File: src/rtl/steer_pkg.sv
package steer_pkg;

  typedef enum logic [2:0] {
    RES_NONE   = 3'd0,
    RES_MULT   = 3'd1,
    RES_DMULT  = 3'd2,
    RES_DIV    = 3'd3,
    RES_DDIV   = 3'd4,
    RES_FPLONG = 3'd5
  } resCode_e;

  // strobes from control to the routing datapath
  typedef struct packed {
    logic intValid;
    logic intFrom1;
    logic fpValid;
    logic fpFrom1;
  } routeStrobe_t;

  function automatic logic usesMuldiv(input logic [2:0] code);
    return (code == RES_MULT) || (code == RES_DMULT) ||
           (code == RES_DIV)  || (code == RES_DDIV);
  endfunction

endpackage

File: src/rtl/steer_ctrl.sv
module steer_ctrl
  import steer_pkg::*;
#(
  parameter int LAT_MULT  = 8,
  parameter int LAT_DMULT = 12,
  parameter int LAT_DIV   = 36,
  parameter int LAT_DDIV  = 68
) (
  input  logic         clk,
  input  logic         rst_n,
  input  logic         pairValid,
  input  logic         startSlot,
  input  logic         isFp0,
  input  logic         isFp1,
  input  logic [2:0]   res0,
  input  logic [2:0]   res1,
  input  logic         fpDone,
  output routeStrobe_t strobe,
  output logic         fetchAdvance
);

  localparam int MAX_A   = (LAT_MULT > LAT_DMULT) ? LAT_MULT : LAT_DMULT;
  localparam int MAX_B   = (LAT_DIV > LAT_DDIV) ? LAT_DIV : LAT_DDIV;
  localparam int MAX_LAT = (MAX_A > MAX_B) ? MAX_A : MAX_B;
  localparam int CNT_W   = $clog2(MAX_LAT + 1);

  logic             done0, done1, fpBusy;
  logic [CNT_W-1:0] mdCnt, mdLoad;
  logic             elig0, elig1, md0, md1, fpl0, fpl1, ok0, ok1;
  logic             fire0, fire1, clash, fireMd, fireFpl;
  logic [2:0]       mdCode;

  always_comb begin
    md0   = usesMuldiv(res0);
    md1   = usesMuldiv(res1);
    fpl0  = (res0 == RES_FPLONG);
    fpl1  = (res1 == RES_FPLONG);
    elig0 = pairValid && !startSlot && !done0;
    elig1 = pairValid && !done1;
    ok0   = md0 ? (mdCnt == '0) : (fpl0 ? !fpBusy : 1'b1);
    ok1   = md1 ? (mdCnt == '0) : (fpl1 ? !fpBusy : 1'b1);
    clash = (md0 && md1) || (fpl0 && fpl1);
    fire0 = elig0 && ok0;
    // younger word only goes alongside the older one or once it is gone
    fire1 = elig1 && ok1 &&
            (!elig0 || (fire0 && (isFp0 != isFp1) && !clash));
    fetchAdvance = (!elig0 || fire0) && (!elig1 || fire1);

    fireMd  = (fire0 && md0) || (fire1 && md1);
    mdCode  = (fire0 && md0) ? res0 : res1;
    fireFpl = (fire0 && fpl0) || (fire1 && fpl1);

    strobe.fpValid  = (fire0 && isFp0) || (fire1 && isFp1);
    strobe.fpFrom1  = fire1 && isFp1;
    strobe.intValid = (fire0 && !isFp0) || (fire1 && !isFp1);
    strobe.intFrom1 = fire1 && !isFp1;
  end

  always_comb begin
    case (mdCode)
      RES_MULT:  mdLoad = CNT_W'(LAT_MULT - 1);
      RES_DMULT: mdLoad = CNT_W'(LAT_DMULT - 1);
      RES_DIV:   mdLoad = CNT_W'(LAT_DIV - 1);
      RES_DDIV:  mdLoad = CNT_W'(LAT_DDIV - 1);
      default:   mdLoad = '0;
    endcase
  end

  always_ff @(posedge clk or negedge rst_n) begin
    if (!rst_n) begin
      done0  <= 1'b0;
      done1  <= 1'b0;
      fpBusy <= 1'b0;
      mdCnt  <= '0;
    end else begin
      if (fetchAdvance) begin
        done0 <= 1'b0;
        done1 <= 1'b0;
      end else begin
        done0 <= done0 | fire0;
        done1 <= done1 | fire1;
      end
      if (fireFpl)     fpBusy <= 1'b1;
      else if (fpDone) fpBusy <= 1'b0;
      if (fireMd)              mdCnt <= mdLoad;
      else if (mdCnt != '0)    mdCnt <= mdCnt - 1'b1;
    end
  end

  p_md_repeat_r7: assert property (@(posedge clk) disable iff (!rst_n)
    fireMd |=> !fireMd);

  p_fp_hold_r8: assert property (@(posedge clk) disable iff (!rst_n)
    fireFpl |=> !fireFpl);

  p_in_order_r9: assert property (@(posedge clk) disable iff (!rst_n)
    (fire1 && elig0) |-> fire0);

  p_class_pair_r2: assert property (@(posedge clk) disable iff (!rst_n)
    (fire0 && fire1) |-> (isFp0 != isFp1));

  p_skip_slot_r4: assert property (@(posedge clk) disable iff (!rst_n)
    startSlot |-> !fire0);

  p_idle_r5: assert property (@(posedge clk) disable iff (!rst_n)
    !pairValid |-> (!fire0 && !fire1 && fetchAdvance));

endmodule

File: src/rtl/steer_route.sv
module steer_route
  import steer_pkg::*;
#(
  parameter int DATA_W = 32
) (
  input  routeStrobe_t      strobe,
  input  logic [DATA_W-1:0] instr0,
  input  logic [DATA_W-1:0] instr1,
  output logic              intValid,
  output logic [DATA_W-1:0] intInstr,
  output logic              fpValid,
  output logic [DATA_W-1:0] fpInstr
);

  always_comb begin
    intValid = strobe.intValid;
    fpValid  = strobe.fpValid;
    intInstr = strobe.intValid ? (strobe.intFrom1 ? instr1 : instr0) : '0;
    fpInstr  = strobe.fpValid  ? (strobe.fpFrom1  ? instr1 : instr0) : '0;
  end

  p_port_excl_r10: assert final (!(strobe.intFrom1 && strobe.fpFrom1));

endmodule

File: src/rtl/dual_issue_steer.sv
module dual_issue_steer
  import steer_pkg::*;
#(
  parameter int DATA_W    = 32,
  parameter int LAT_MULT  = 8,
  parameter int LAT_DMULT = 12,
  parameter int LAT_DIV   = 36,
  parameter int LAT_DDIV  = 68
) (
  input  logic              clk,
  input  logic              rst_n,
  input  logic              pairValid,
  input  logic              startSlot,
  input  logic [DATA_W-1:0] instr0,
  input  logic              isFp0,
  input  logic [2:0]        res0,
  input  logic [DATA_W-1:0] instr1,
  input  logic              isFp1,
  input  logic [2:0]        res1,
  input  logic              fpDone,
  output logic              intValid,
  output logic [DATA_W-1:0] intInstr,
  output logic              fpValid,
  output logic [DATA_W-1:0] fpInstr,
  output logic              fetchAdvance
);

  routeStrobe_t strobe;

  steer_ctrl #(
    .LAT_MULT(LAT_MULT), .LAT_DMULT(LAT_DMULT),
    .LAT_DIV(LAT_DIV),   .LAT_DDIV(LAT_DDIV)
  ) i_ctrl (
    .clk(clk), .rst_n(rst_n), .pairValid(pairValid), .startSlot(startSlot),
    .isFp0(isFp0), .isFp1(isFp1), .res0(res0), .res1(res1),
    .fpDone(fpDone), .strobe(strobe), .fetchAdvance(fetchAdvance)
  );

  steer_route #(.DATA_W(DATA_W)) i_route (
    .strobe(strobe), .instr0(instr0), .instr1(instr1),
    .intValid(intValid), .intInstr(intInstr),
    .fpValid(fpValid), .fpInstr(fpInstr)
  );

endmodule

File: config.mk
export PLATFORM = sky130hd
export DESIGN_NAME = dual_issue_steer
export DESIGN_NICKNAME = d
export VERILOG_FILES = /design/src/rtl/steer_pkg.sv /design/src/rtl/steer_ctrl.sv /design/src/rtl/steer_route.sv /design/src/rtl/dual_issue_steer.sv
export SDC_FILE = /design/constraint.sdc
export NUM_CORES = 1
export LEC_CHECK = 0
export BUFFER_PORTS_ARGS = -buffer_cell sky130_fd_sc_hd__buf_2
export CORE_MARGIN = 2
export CORE_UTILIZATION = 41
export DETAILED_ROUTE_END_ITERATION = 6
export PLACE_DENSITY = 0.87
export SYNTH_ARGS = -nofsm -noshare
export SYNTH_HDL_FRONTEND = slang
export SYNTH_SLANG_ARGS = --single-unit
File: constraint.sdc
create_clock -name clk -period 4.2 [get_ports clk]
set_input_delay 0.42 -clock clk [delete_from_list [all_inputs] [get_ports clk]]
set_output_delay 0.42 -clock clk [all_outputs]
set_load 0.02 [all_outputs]
==> results.py <==
metrics = {
    "outcome": {
        "status": "complete, no violations",
    },
    "synthesis": {
        "ys_seq_elements": 10,
        "syn_area_sq_um": 1590,
        "ys.flop_type": "dfrtp_1",
        "yosysTopAreaCell": "a22o_2",
        "synth_nets": 249,
        "synth_cell_types": 42,
        "synthArstFlopShare": 1.00,
        "syn_inst": 170,
        "synth_area_leaders": "a22o_2, dfrtp_1, a22o_1",
        "avgSynthCellArea_sq_um": 9.37,
        "synth_edf_count": 0,
        "yosysTopAreaCellShare": 0.277,
        "synth_warnings": 0,
        "ys_seq_area_frac": 0.157,
    },
    "global_routing": {
        "track_usage": 0.248,
        "grt_pass1_vias": 1922,
        "grt_overflow": 0,
        "grt_pass1_wl_mm": 8.63,
        "antenna_found_initial": 0,
        "grt_max_degree": 34,
    },
    "sta": {
        "skew_ns": 0.00407,
        "fmax_ghz": 0.280,
        "final_hold_viol_count": 0,
        "slew_headroom": 0.513,
        "final_max_slew_viol_count": 0,
        "rsz0062_at_grt": "false",
        "setup_tns_ns": 0,
        "min_period_over_period": 0.849,
        "setup_viol": 0,
        "holdWs_ns": 0.0286,
        "period_needed_ns": 3.57,
        "tightest_slew_ns": 0.728,
    },
    "routing": {
        "vias": 2037,
        "drt-total-wl_mm": 5.78,
        "highest_layer": "met4",
        "wl_met1_mm": 2.19,
        "post_drt_via_cell_ratio": 5.74,
        "wl_per_cell_microns": 16.3,
        "drtIter0Drc": 143,
        "met3_length_microns": 373,
        "dr_wl_met2_mm": 3.14,
        "ant_nets": 0,
        "firstDrtPassIters": 4,
        "drc_errors": 0,
    },
    "placement": {
        "place_area_sq_um": 2310,
        "io_buffers": 143,
        "hpwl_mm": 4.71,
        "gp_congestion": 0.806,
        "placed_cells": 351,
    },
    "critical_path": {
        "rr_endpoint": "i_ctrl.mdCnt[3]$_DFFE_PN0P_",
        "critPathLaunchType": "flop",
        "slowest_stage": "or4b_4",
        "cp.depth": 9,
        "critPathKind": "reg2out",
        "rrSetupSlack_ns": 1.62,
        "cp_data_arrival_time_ns": 3.15,
        "endpoint": "fpInstr[13]",
        "slowest_delay_ns": 0.52,
        "worstRegToRegCells": 7,
        "crit_required_ns": 3.78,
        "cp-end-kind": "primary output",
        "critPathBufInv": 3,
        "critPathTopFamily": "simple AND/OR/NAND/NOR gates",
        "path_cells": "inv_1 -> ha_1 -> or4b_4 -> nor3_4 -> o32ai_4 -> a2111oi_4 -> buf_4 -> a22o_2 -> buf_2",
        "reg2reg_from": "i_ctrl.mdCnt[0]$_DFFE_PN0P_",
        "crit_start": "i_ctrl.mdCnt[0]$_DFFE_PN0P_",
        "crit_fanout": 33,
    },
    "clock_tree": {
        "clock_path_buffers": 2,
        "htreeDepth": 1,
        "cts_root_buf": "clkbuf_8",
        "cts_resized": 0,
        "postCtsSetupBuffers": 0,
        "clk_pin_slew_worst_paths_ns": 0.05,
        "clock_sinks": 10,
        "holdBufCountCts": 0,
        "cts_tree": "yes",
        "cts_buffers": 3,
        "clk_latency_ns": 0.24,
    },
    "min_path": {
        "hp-class": "in2async",
    },
    "die": {
        "start_util": 0.432,
        "core_sq_um": 3690,
        "die_h_microns": 66.3,
        "pin_count": 144,
        "die_area_sq_um": 4400,
        "die_x_microns": 66.3,
        "row_count": 22,
    },
    "cells_and_area": {
        "syn_to_final_growth_pct": 48.7,
        "layout-drive-gt1-share": 0.694,
        "final_cell_count_no_fill": 355,
        "final_area_sq_um": 2370,
        "nets": 387,
        "diodes": 0,
    },
    "job": {
        "maxCapViolCount": 0,
    },
    "power_and_ir_drop": {
        "p_leak_uw": 0.00128,
        "power_density_nw_per_um2": 281,
        "peakVddDrop_mv": 0.184,
    },
}
## registers in the layout, summed over array words and instances (netlist names)
signal,flops
i_ctrl.done0,1
i_ctrl.fpBusy,1
i_ctrl.done1,1
i_ctrl.mdCnt,7
## cell usage after synthesis (2+ instances only)
cell type,instances
a22o_2,44
a22o_1,20
dfrtp_1,10
a21oi_1,8
clkbuf_1,8
nor2_1,7
buf_6,6
inv_1,5
nand3_1,5
nor3_1,4
o31ai_1,4
o22ai_1,3
or2_2,3
or3_1,3
xnor2_1,3
xor2_1,3
a2111oi_4,2
a2bb2oi_1,2
ha_1,2
nand2_1,2
nand3b_1,2
nor2b_1,2
nor3_2,2
o21ai_0,2
## final cells by class
| cell class | count | area [sq um] |
|---|---|---|
| fillers | 353 | 1320 |
| multi-input cells | 140 | 1230 |
| repair buffers | 148 | 753 |
| flip-flops and latches | 10 | 250 |
| well taps | 48 | 60.1 |
| clock buffers | 4 | 55.1 |
| inverters | 5 | 18.8 |
## cells by family (layout without fill, tap and decap cells)
kind of cell,after synthesis,in the layout,share of synthesized area
AND/OR/NAND/NOR,40,40,0.173
flip-flops,10,10,0.157
adder cells (fa/ha/maj),2,2,0.0157
AO/OA/AOI/OAI,90,90,0.530
multiplexers,2,2,0.0134
buffers and inverters,20,157,0.0778
XOR/XNOR,6,6,0.0330
## cell usage in the layout (no fill, tap or decap), types with 4 or more instances in the layout
cell      count
a21oi_1       8
a22o_1       20
a22o_2       44
buf_2       143
buf_4         5
clkbuf_8      4
dfrtp_1      10
inv_1         5
nand3_1       5
nor2_1        7
nor3_1        4
o31ai_1       4
## routing by layer
layer | global-route usage | vias up
li1 | - | 973
met1 | 0.294 | 965
met2 | 0.436 | 89
met3 | 0.0613 | 10
met4 | 0.0765 | 0
met5 | 0 | -
## report_power, final
group | internal (uW) | switching, uW
Combinational | 152 | 196
Sequential | 136 | 59.3
Clock | 82.5 | 38.8
## worst register-to-register path: cells and delay by family, from the launching register on
family	cells	cell delay (ns)
AO/OA/AOI/OAI	1	0.17
adder cells (fa/ha/maj)	1	0.18
buffers and inverters	1	0.10
flip-flops	1	0.39
multiplexers	1	0.37
AND/OR/NAND/NOR	3	1.29
## through the flow
step	setup slack [ns]	util	power [uW]
5_1_grt	0.465	0.642	709
3_5_place_dp	0.907	0.627	540
4_1_cts	0.643	0.642	663
6_report	0.633	0.642	665
3_3_place_gp	1.03	0.627	518
2_1_floorplan	1.26	-	409
## how the worst min path moves through the flow
stage                                  end  slack (ns)  depth (start not counted)
6_report       i_ctrl.mdCnt[6]$_DFFE_PN0P_        0.03                          1
5_1_grt          i_ctrl.fpBusy$_DFFE_PN0P_        0.04                          1
4_1_cts        i_ctrl.mdCnt[6]$_DFFE_PN0P_        0.03                          1
3_5_place_dp   i_ctrl.mdCnt[1]$_DFFE_PN0P_        0.29                          1
3_3_place_gp   i_ctrl.mdCnt[1]$_DFFE_PN0P_        0.29                          1
2_1_floorplan       i_ctrl.done0$_DFF_PN0_        0.12                          0
No activity file was read; power rests on OpenSTA's default activity.
